$ cat src/rtl/prot_delay_pkg.sv
package prot_delay_pkg;
  // default delays in timebase ticks (~2 kHz)
  localparam int unsigned DEF_OVCHG_TICKS = 2000;
  localparam int unsigned DEF_OVDIS_TICKS = 250;
  localparam int unsigned DEF_OC1_TICKS   = 16;
  localparam int unsigned DEF_OC2_TICKS   = 4;
  localparam int unsigned N_DIRECT        = 3;

  typedef enum logic [1:0] {
    CH_OVCHG = 2'd0,
    CH_OVDIS = 2'd1,
    CH_OC1   = 2'd2
  } direct_ch_e;
endpackage

$ cat src/rtl/prot_rst_sync.sv
module prot_rst_sync (
  input  logic clk_i,
  input  logic rst_ni,
  output logic rst_no
);
  logic [1:0] sync_q;

  always_ff @(posedge clk_i or negedge rst_ni) begin
    if (!rst_ni) sync_q <= 2'b00;
    else         sync_q <= {sync_q[0], 1'b1};
  end

  assign rst_no = sync_q[1];
endmodule

$ cat src/rtl/prot_qual_chan.sv
module prot_qual_chan #(
  parameter int unsigned TICKS = 16
) (
  input  logic clk_i,
  input  logic rst_ni,
  input  logic tick_i,
  input  logic start_i,  // keeps the count running
  input  logic cond_i,   // gated onto the output once saturated
  output logic trip_o
);
  localparam int unsigned CW = $clog2(TICKS + 1);
  localparam logic [CW-1:0] LIM = CW'(TICKS);

  logic [CW-1:0] cnt_q, cnt_d;
  logic          sat;

  assign sat = (cnt_q == LIM);

  always_comb begin
    cnt_d = cnt_q;
    if (!start_i)            cnt_d = '0;
    else if (tick_i && !sat) cnt_d = cnt_q + 1'b1;
  end

  always_ff @(posedge clk_i or negedge rst_ni) begin
    if (!rst_ni) cnt_q <= '0;
    else         cnt_q <= cnt_d;
  end

  assign trip_o = cond_i & start_i & sat;


  no_overflow_chk: assert property (@(posedge clk_i) disable iff (!rst_ni)
    cnt_q <= LIM);


  step_by_one_chk: assert property (@(posedge clk_i) disable iff (!rst_ni)
    (cnt_q != $past(cnt_q) && cnt_q != '0) |-> (cnt_q == $past(cnt_q) + 1'b1 && $past(tick_i)));


  clear_on_drop_chk: assert property (@(posedge clk_i) disable iff (!rst_ni)
    !start_i |=> cnt_q == '0);


  trip_needs_cond_chk: assert property (@(posedge clk_i) disable iff (!rst_ni)
    trip_o |-> (cond_i && start_i));
endmodule

$ cat src/rtl/prot_delay_timer.sv
module prot_delay_timer
  import prot_delay_pkg::*;
#(
  parameter int unsigned OVCHG_TICKS = DEF_OVCHG_TICKS,
  parameter int unsigned OVDIS_TICKS = DEF_OVDIS_TICKS,
  parameter int unsigned OC1_TICKS   = DEF_OC1_TICKS,
  parameter int unsigned OC2_TICKS   = DEF_OC2_TICKS
) (
  input  logic clk_i,
  input  logic rst_ni,
  input  logic tick_en_i,
  input  logic ovchg_flag_i,
  input  logic ovdis_flag_i,
  input  logic oc1_flag_i,
  input  logic oc2_flag_i,
  output logic ovchg_trip_o,
  output logic ovdis_trip_o,
  output logic oc1_trip_o,
  output logic oc2_trip_o
);
  localparam int unsigned DIRECT_TICKS [N_DIRECT] = '{OVCHG_TICKS, OVDIS_TICKS, OC1_TICKS};

  logic                rst_n;
  logic [N_DIRECT-1:0] flag_v, trip_v;

  prot_rst_sync u_rst (
    .clk_i  (clk_i),
    .rst_ni (rst_ni),
    .rst_no (rst_n)
  );

  assign flag_v[CH_OVCHG] = ovchg_flag_i;
  assign flag_v[CH_OVDIS] = ovdis_flag_i;
  assign flag_v[CH_OC1]   = oc1_flag_i;

  // channels whose own flag both starts and gates the count
  for (genvar g = 0; g < N_DIRECT; g++) begin : g_direct
    prot_qual_chan #(.TICKS(DIRECT_TICKS[g])) u_chan (
      .clk_i   (clk_i),
      .rst_ni  (rst_n),
      .tick_i  (tick_en_i),
      .start_i (flag_v[g]),
      .cond_i  (flag_v[g]),
      .trip_o  (trip_v[g])
    );
  end

  // level-2 overcurrent: counting is started by level-1 detection
  prot_qual_chan #(.TICKS(OC2_TICKS)) u_oc2 (
    .clk_i   (clk_i),
    .rst_ni  (rst_n),
    .tick_i  (tick_en_i),
    .start_i (oc1_flag_i),
    .cond_i  (oc2_flag_i),
    .trip_o  (oc2_trip_o)
  );

  assign ovchg_trip_o = trip_v[CH_OVCHG];
  assign ovdis_trip_o = trip_v[CH_OVDIS];
  assign oc1_trip_o   = trip_v[CH_OC1];


  quiet_in_reset_chk: assert property (@(posedge clk_i)
    !rst_n |-> !(ovchg_trip_o || ovdis_trip_o || oc1_trip_o || oc2_trip_o));


  oc2_needs_oc1_chk: assert property (@(posedge clk_i) disable iff (!rst_n)
    oc2_trip_o |-> oc1_flag_i);


  trip_follows_flag_chk: assert property (@(posedge clk_i) disable iff (!rst_n)
    $fell(ovchg_flag_i) |-> !ovchg_trip_o);
endmodule

$ cat config.mk
export PLATFORM = sky130hd
export DESIGN_NAME = prot_delay_timer
export DESIGN_NICKNAME = d
export VERILOG_FILES = /design/src/rtl/prot_delay_pkg.sv /design/src/rtl/prot_rst_sync.sv /design/src/rtl/prot_qual_chan.sv /design/src/rtl/prot_delay_timer.sv
export SDC_FILE = /design/constraint.sdc
export NUM_CORES = 1
export LEC_CHECK = 0
export ABC_AREA = 1
export CAP_MARGIN = 20
export CORE_ASPECT_RATIO = 2
export CORE_UTILIZATION = 43
export CTS_CLUSTER_DIAMETER = 150
export DETAILED_ROUTE_END_ITERATION = 7
export DONT_BUFFER_PORTS = 1
export PLACE_DENSITY_LB_ADDON = 0.08
export SETUP_SLACK_MARGIN = 0.15
export SYNTH_ARGS = -nofsm -noshare
export SYNTH_HDL_FRONTEND = slang
export SYNTH_HIERARCHICAL = 1
export SYNTH_SLANG_ARGS = --single-unit
$ cat constraint.sdc
create_clock -name clk_i -period 3.5 [get_ports clk_i]
set_input_delay 0.7 -clock clk_i [delete_from_list [all_inputs] [get_ports clk_i]]
set_output_delay 0.7 -clock clk_i [all_outputs]
set_load 0.05 [all_outputs]
; ---- Yosys cells after proc, flatten, opt, wreduce, memory -nomap -nowiden
; Index checks and enable logic that the tools add are counted.
[totals]
reg_bits = 29
in_bits = 7
out_inout_bits = 4
word_cells = 38
[op_classes]
n_addsub = 4
n_eq_ne = 8
n_mux = 8
n_bitwise = 5
n_reduce_logical = 8
[op_table]
columns = cell, n
row1 = two-way mux 11 bit, 2
row2 = two-way mux 8 bit, 2
row3 = adder 11 x 1 -> 11 bit (second input constant), 1
row4 = equality test 11 bit (second input constant), 1
row5 = two-way mux 5 bit, 2
row6 = adder 8 x 1 -> 8 bit (second input constant), 1
row7 = equality test 8 bit (second input constant), 1
row8 = != test 2 x 1 -> 1 bit (second input constant), 4
row9 = two-way mux 3 bit, 2
row10 = adder 5 x 1 -> 5 bit (second input constant), 1
row11 = AND 1 bit, 5
row12 = equality test 5 bit (second input constant), 1
row13 = logical AND 1 bit, 4
row14 = zero test 1 bit, 4
row15 = adder 3 x 1 -> 3 bit (second input constant), 1
row16 = equality test 3 bit (second input constant), 1

; ---- Depth between registers and ports, before layout
; Gate-level depths: netlist (run 1).
[logic_depth]
word_depth = 5
mapped_depth = 10

; ---- Hierarchy
; The synthesis (run 1) kept the hierarchy.
[by_module_without_submodules]
columns = module, n_inst, cells_per_inst, area_per_inst_um2, seq_area_each_um2
row1 = prot_qual_chan (g_direct[0].u_chan), 1, 100, 715.7, 275.3
row2 = prot_qual_chan (g_direct[1].u_chan), 1, 73, 524.3, 200.2
row3 = prot_qual_chan (g_direct[2].u_chan), 1, 41, 327.8, 125.1
row4 = prot_qual_chan (u_oc2), 1, 27, 195.2, 75.1
row5 = prot_rst_sync, 1, 3, 53.8, 50.0

; ---- Worst setup path after synthesis (run 1)
; OpenSTA, ideal clock, no wires.
[synth_timing]
path_type = input port to output port
startpoint = input ovchg_flag_i
endpoint = output ovchg_trip_o
t_arrival_ns = 1.696
required_ns = 2.800
setup_slack_ns = 1.104
path_stages = 3
n_path_buf = 1
cell_sequence = clkbuf_1 nand2_1 nor2_1
[synth_between]
elab_chain_cells = 1
[synth_lines]
columns = item, line_no
row1 = "start, declared", prot_delay_timer.sv:12  ; input logic ovchg_flag_i,
row2 = AND 1 bit, prot_qual_chan.sv:30  ; assign trip_o = cond_i & start_i & sat;
row3 = "end, declared", prot_delay_timer.sv:16  ; output logic ovchg_trip_o,
; No other way between the ends.

; ---- Worst setup path in the final report (run 1)
[layout_timing]
startpoint = register g_direct[0].u_chan.cnt_q[0]
endpoint = output ovchg_trip_o
[layout_between]
elab_chain_cells = 2
[layout_lines]
columns = item, line_no
row1 = "start, declared", prot_qual_chan.sv:14  ; logic [CW-1:0] cnt_q, cnt_d;
row2 = "start signal, assigned", prot_qual_chan.sv:27  ; else cnt_q <= cnt_d;
row3 = equality test 11 bit, prot_qual_chan.sv:17  ; assign sat = (cnt_q == LIM);
row4 = AND 1 bit, prot_qual_chan.sv:30
; No other way between the ends.

==> results.cfg, run 1 <==
[final_layout]
drive_gt1_share_pct = 11.6
final_common_cell = nand2_1
final_cell_mix = nand2_1, inv_1, dfrtp_1
diodes = 0
fin_nets = 264
areaGrowthSynthToFinish_pct = 7.09

[floorplan]
die_w_um = 48.0
die_area_um2 = 4500
start_util_pct = 44.4
die_h_um = 93.9
ios = 11
rows = 33
core_area_um2 = 4090

[hold_path]
hp-class = in -> async

[cts]
cts_hold_buf = 0
post-cts-setup-buffers = 0
cts.sinks = 29
h-tree-depth = 2
cts-resized-gates = 0
clockBufferDepth = 2
clk_pin_slew_ps = 60
cts-buffers-inserted = 5
tritoncts = yes
cts_root_buf = clkbuf_8
worstSkewPairLatency_ps = 280

[sta]
finalCritPeriodShare_pct = 75.5
slew_headroom_pct = 41.1
setup-violations-final = 0
tightest_slew_ps = 880
hold_viol = 0
min_period_ps = 2640
fin_tns_setup_ps = 0
fmax_ghz = 0.378
rsz0062_at_grt = false
fin_skew_ps = 8.78
hold_ws_ps = 114
slew_viol_final = 0

[worst_setup_path]
cp_data_required_time_ps = 2800
cp_data_arrival_time_ps = 1940
crit_fanout = 8
cp-end-kind = primary output
crit_path_start_kind = register
critPathKind = reg -> out

[power_and_ir_drop]
power_density_nw_per_um2 = 343
irDropWorstVdd_mv = 0.305
leakage_nw = 0.985

[yosys]
ys_types = 28
yosys_warnings = 6
synth_area_leaders = dfrtp_1, nand2_1, nand3_1
syn-instance-count = 244
yosysTopAreaCell = dfrtp_1
syn_nets = 259
postSynthAreaPerCell_um2 = 7.45
synthesis.area_um2 = 1820
yosys.area.top_type_share_pct = 39.9
ys_seq_area_share_pct = 39.9
synth-seq-cells = 29

[place]
io_buffer_count = 0
gp_congestion = 0.773
dp_hpwl_mm = 2.75

[detailed_routing]
viasPerCell = 5.00
drt_wl_total_mm = 3.63
firstDrtPassIters = 4
drc_errors = 0
vias = 1509
drtAntennaViolNets = 0
post_drt_wl_per_cell_um = 12.0
first_iter_violations = 34

[grt]
antenna_found_initial = 0
grt_overflow_total = 0
grt_first_pass_wirelength_mm = 6.26
grt_pass1_vias = 1535
grt_max_degree = 21
grt_usage_pct = 19.8

[run_status]
status = complete, no violations

[run]
cap_violations = 0
## through the flow
| step | total power, W | instances | instance area, µm² | utilization [%] | worst slack [ps] |
|---|---|---|---|---|---|
| 4_1_cts | 0.000685 | 302 | 1950 | 47.6 | 832 |
| 5_1_grt | 0.000707 | 302 | 1950 | 47.6 | 718 |
| 6_report | 0.000668 | 302 | 1950 | 47.6 | 858 |
| 3_3_place_gp | 0.000415 | 294 | 1860 | 45.6 | 1150 |
| 3_5_place_dp | 0.000416 | 294 | 1860 | 45.6 | 1140 |
| 2_1_floorplan | 0.000406 | 244 | 1820 | - | 1100 |
## routing by layer
layer | global-route usage, % | up-vias | share of wire [%]
li1 | - | 784 | -
met1 | 19.9 | 699 | 39
met2 | 34.3 | 18 | 56
met3 | 4.42 | 8 | 2.0
met4 | 11.6 | 0 | 2.8
met5 | 0 | - | 0
## cells in the mapped netlist
cell / number
nand2_1: 67
dfrtp_1: 29
inv_1: 29
nand3_1: 26
nor2_1: 25
nand4_1: 12
o21ai_1: 9
ha_1: 8
nand2_2: 6
xor2_1: 5
nor2_2: 3
a21oi_1: 2
buf_6: 2
inv_2: 2
nand2_4: 2
nand3_2: 2
nor3_1: 2
o21bai_1: 2
xnor2_1: 2
a21oi_2: 1
clkbuf_1: 1
clkinv_2: 1
conb_1: 1
inv_4: 1
nand3b_1: 1
nor2_4: 1
o21ai_2: 1
or2_2: 1
## layout make-up
cell class / count / area [µm²]
clock buffer: 6 / 72.6
fill: 419 / 2140
timing repair buffer: 1 / 7.51
clock inverter: 2 / 10.0
inverter: 33 / 128
sequential: 29 / 726
multi-input combinational: 179 / 937
tap: 52 / 65.1
## worst max-delay path, cell delays in order, from the launching register on
cell and delay (ps):
dfrtp_1 450, inv_1 120, ha_1 160, nand2_1 60
nor2_2 110, nand3_2 90, nor2_1 680
## state kept, by name, summed over array words and instances, names as in the netlist
signal,count
g_direct.u_chan/cnt_q,24
u_rst/sync_q,2
u_oc2/cnt_q,3
## where the power goes
group	switching [W]	internal, W
registers	0.0000159	0.000345
clock network	0.000122	0.000137
logic	0.0000293	0.0000178
## final timing paths
| kind | depth (start not counted) | from | end | slack (ps) |
|---|---|---|---|---|
| max in group asynchronous | 1 | u_rst/sync_q[1] | g_direct[0].u_chan/cnt_q[2] | 2530 |
| min in group clk_i | 0 | u_rst/sync_q[0] | u_rst/sync_q[1] | 370 |
| max reg2reg | 10 | g_direct[0].u_chan/cnt_q[0] | g_direct[0].u_chan/cnt_q[8] | 2010 |
| min | 0 | rst_ni | u_rst/sync_q[1] | 110 |
| max | 6 | g_direct[0].u_chan/cnt_q[0] | ovchg_trip_o | 860 |
| min reg2reg | 0 | u_rst/sync_q[1] | g_direct[2].u_chan/cnt_q[3] | 340 |
## cell families (layout without fill, tap and decap cells)
group                      after synthesis  after routing  share of synthesized area [%]
and+or+nand+nor                        148            148                           37.7
buffers and inverters                   36             42                           8.47
DFF                                     29             29                           39.9
AOI/OAI and AO/OA                       15             15                           4.82
adders and majority gates                8              8                           5.51
xor gates and xnor gates                 7              7                           3.37
other                                    1              1                          0.206
Power figures use the tool's default switching activity.
==> run 2, diff against run 1 <==
clock period = 2.6 ns   (was 3.5 ns; I/O delays follow)
==> run 2 against run 1 <==
Worst hold slack improved by 43 ps. Global-route usage up 0.49 points. Die area stayed put. Non-clock buffer count up 5. Cell area rose by 3.0%. Largest cell class unchanged. Highest routed layer unchanged.
==> results.cfg, run 2 (same netlist as run 1, synthesis figures left out) <==
[grt]
grt_usage_pct = 20.3
antenna_found_initial = 0
grt_pass1_vias = 1467
grt_first_pass_wirelength_mm = 6.41
grt_overflow_total = 0
grt_max_degree = 20

[worst_setup_path]
rrSetupSlack_ps = 1120
crit_start = g_direct[0].u_chan/cnt_q[0]
r2r-start = g_direct[0].u_chan/cnt_q[0]
critPathCapture = ovchg_trip_o
regToRegEndpoint = g_direct[0].u_chan/cnt_q[9]
crit_path_start_kind = register
reg2reg_depth = 10
cp_data_required_time_ps = 2080
cp-end-kind = primary output
crit_fanout = 8
cp_data_arrival_time_ps = 1550
critPathKind = reg -> out

[sta]
rsz0062_at_grt = false
fin_tns_setup_ps = 0
setup-violations-final = 0
fin_skew_ps = 4.20
slew_viol_final = 0
fmax_ghz = 0.483
min_period_ps = 2070
hold_viol = 0
finalCritPeriodShare_pct = 79.6

[power_and_ir_drop]
power_density_nw_per_um2 = 480
p_seq_share_pct = 50.2
leakage_nw = 1.02
sw_frac_of_total_pct = 24.3
power_frac_comb_pct = 7.2
irDropWorstVdd_mv = 0.312
power.internal_w = 0.000729
finalPower_w = 0.000963
pwr-share-clk_pct = 42.6
p_sw_w = 0.000234

[floorplan]
start_util_pct = 44.4
die_w_um = 48.0
die_area_um2 = 4500
rows = 33
ios = 11
core_area_um2 = 4090
die_h_um = 93.9

[run]
cap_violations = 0

[cts]
clk_pin_slew_ps = 60
h-tree-depth = 2
tritoncts = yes
cts.sinks = 29
cts-buffers-inserted = 5
clockBufferDepth = 2
worstSkewPairLatency_ps = 270
cts_root_buf = clkbuf_8
post-cts-setup-buffers = 0

[detailed_routing]
first_iter_violations = 59
drtAntennaViolNets = 0
post_drt_wl_per_cell_um = 11.9
viasPerCell = 5.08
firstDrtPassIters = 4
drc_errors = 0
drt_wl_total_mm = 3.67
vias = 1559

[final_layout]
fin_nets = 269
largestRegisters = g_direct.u_chan/cnt_q x24, u_oc2/cnt_q x3, u_rst/sync_q x2
final_cell_mix = nand2_1, inv_1, dfrtp_1
drive_gt1_share_pct = 13.3
largest_register_ffs = 24
final_common_cell = nand2_1
areaGrowthSynthToFinish_pct = 10.3
regMostFlops = g_direct.u_chan/cnt_q
diodes = 0

[place]
gp_congestion = 0.805
io_buffer_count = 0
dp_hpwl_mm = 2.75

[hold_path]
hp-class = reg -> async

[run_status]
status = complete, no violations
==> run 2: cell count changes in the layout (fill, tap and decap cells not counted) <==
cell,change
clkbuf_8,+2
buf_4,+4
clkinv_2,-1
clkbuf_1,-1
dlygate4sd3_1,+1
==> run 2: routing by layer <==
metal  track usage (%)  share of wire, %  vias to the layer above
met2              36.5                56                       23
li1                  -                 -                      795
met5                 0                 0                        -
met4              9.03               1.0                        0
met3              4.62               2.8                        2
met1              20.4                40                      739
==> run 2: layout make-up <==
cell class | count | area, µm²
clock inverter | 1 | 5.00
sequential | 29 | 726
multi-input combinational | 179 | 937
inverter | 33 | 128
timing repair buffer | 6 | 47.5
clock buffer | 7 | 96.3
tap | 52 | 65.1
fill | 416 | 2080
==> run 2: through the flow <==
| stage | std cells | instance area [µm²] | util (%) | hold slack, ps | worst slack, ps |
|---|---|---|---|---|---|
| finish | 307 | 2000 | 49.0 | 157 | 531 |
| global route | 307 | 2000 | 49.0 | 194 | 388 |
| CTS | 307 | 2000 | 49.0 | 171 | 510 |
| detailed placement | 298 | 1890 | 46.3 | 171 | 827 |
| global placement | 298 | 1890 | 46.3 | 168 | 824 |
| floorplan | 244 | 1820 | - | 224 | 523 |
==> run 2: how the worst min path moves through the flow <==
stage	slack [ps]	to
floorplan	220	u_rst/sync_q[0]
global placement	170	g_direct[0].u_chan/cnt_q[9]
detailed placement	170	g_direct[0].u_chan/cnt_q[9]
CTS	170	g_direct[0].u_chan/cnt_q[9]
global route	190	g_direct[0].u_chan/cnt_q[9]
finish	160	g_direct[0].u_chan/cnt_q[9]
==> run 2: repair_timing <==
| action | CTS | global route |
|---|---|---|
| hold buffers | 1 | 0 |
| gates resized for setup | 0 | 0 |
| endpoints found under the setup margin | 0 | 0 |
| endpoints found under the hold margin | 2 | 0 |
==> run 2: power groups by stage <==
stage	sequential, W	clock [W]	combinational, W
finish	0.000484	0.000410	0.0000692
global route	0.000486	0.000452	0.0000822
CTS	0.000484	0.000427	0.0000713
detailed placement	0.000492	0	0.0000696
global placement	0.000491	0	0.0000695
floorplan	0.000491	0	0.0000559
==> run 2: critical path: stages (launching register included) <==
cell and delay, ps:
dfrtp_1 450, inv_1 120, ha_1 150, nand2_1 60, nor2_2 110, nand3_2 90
nor2_1 90, buf_4 200
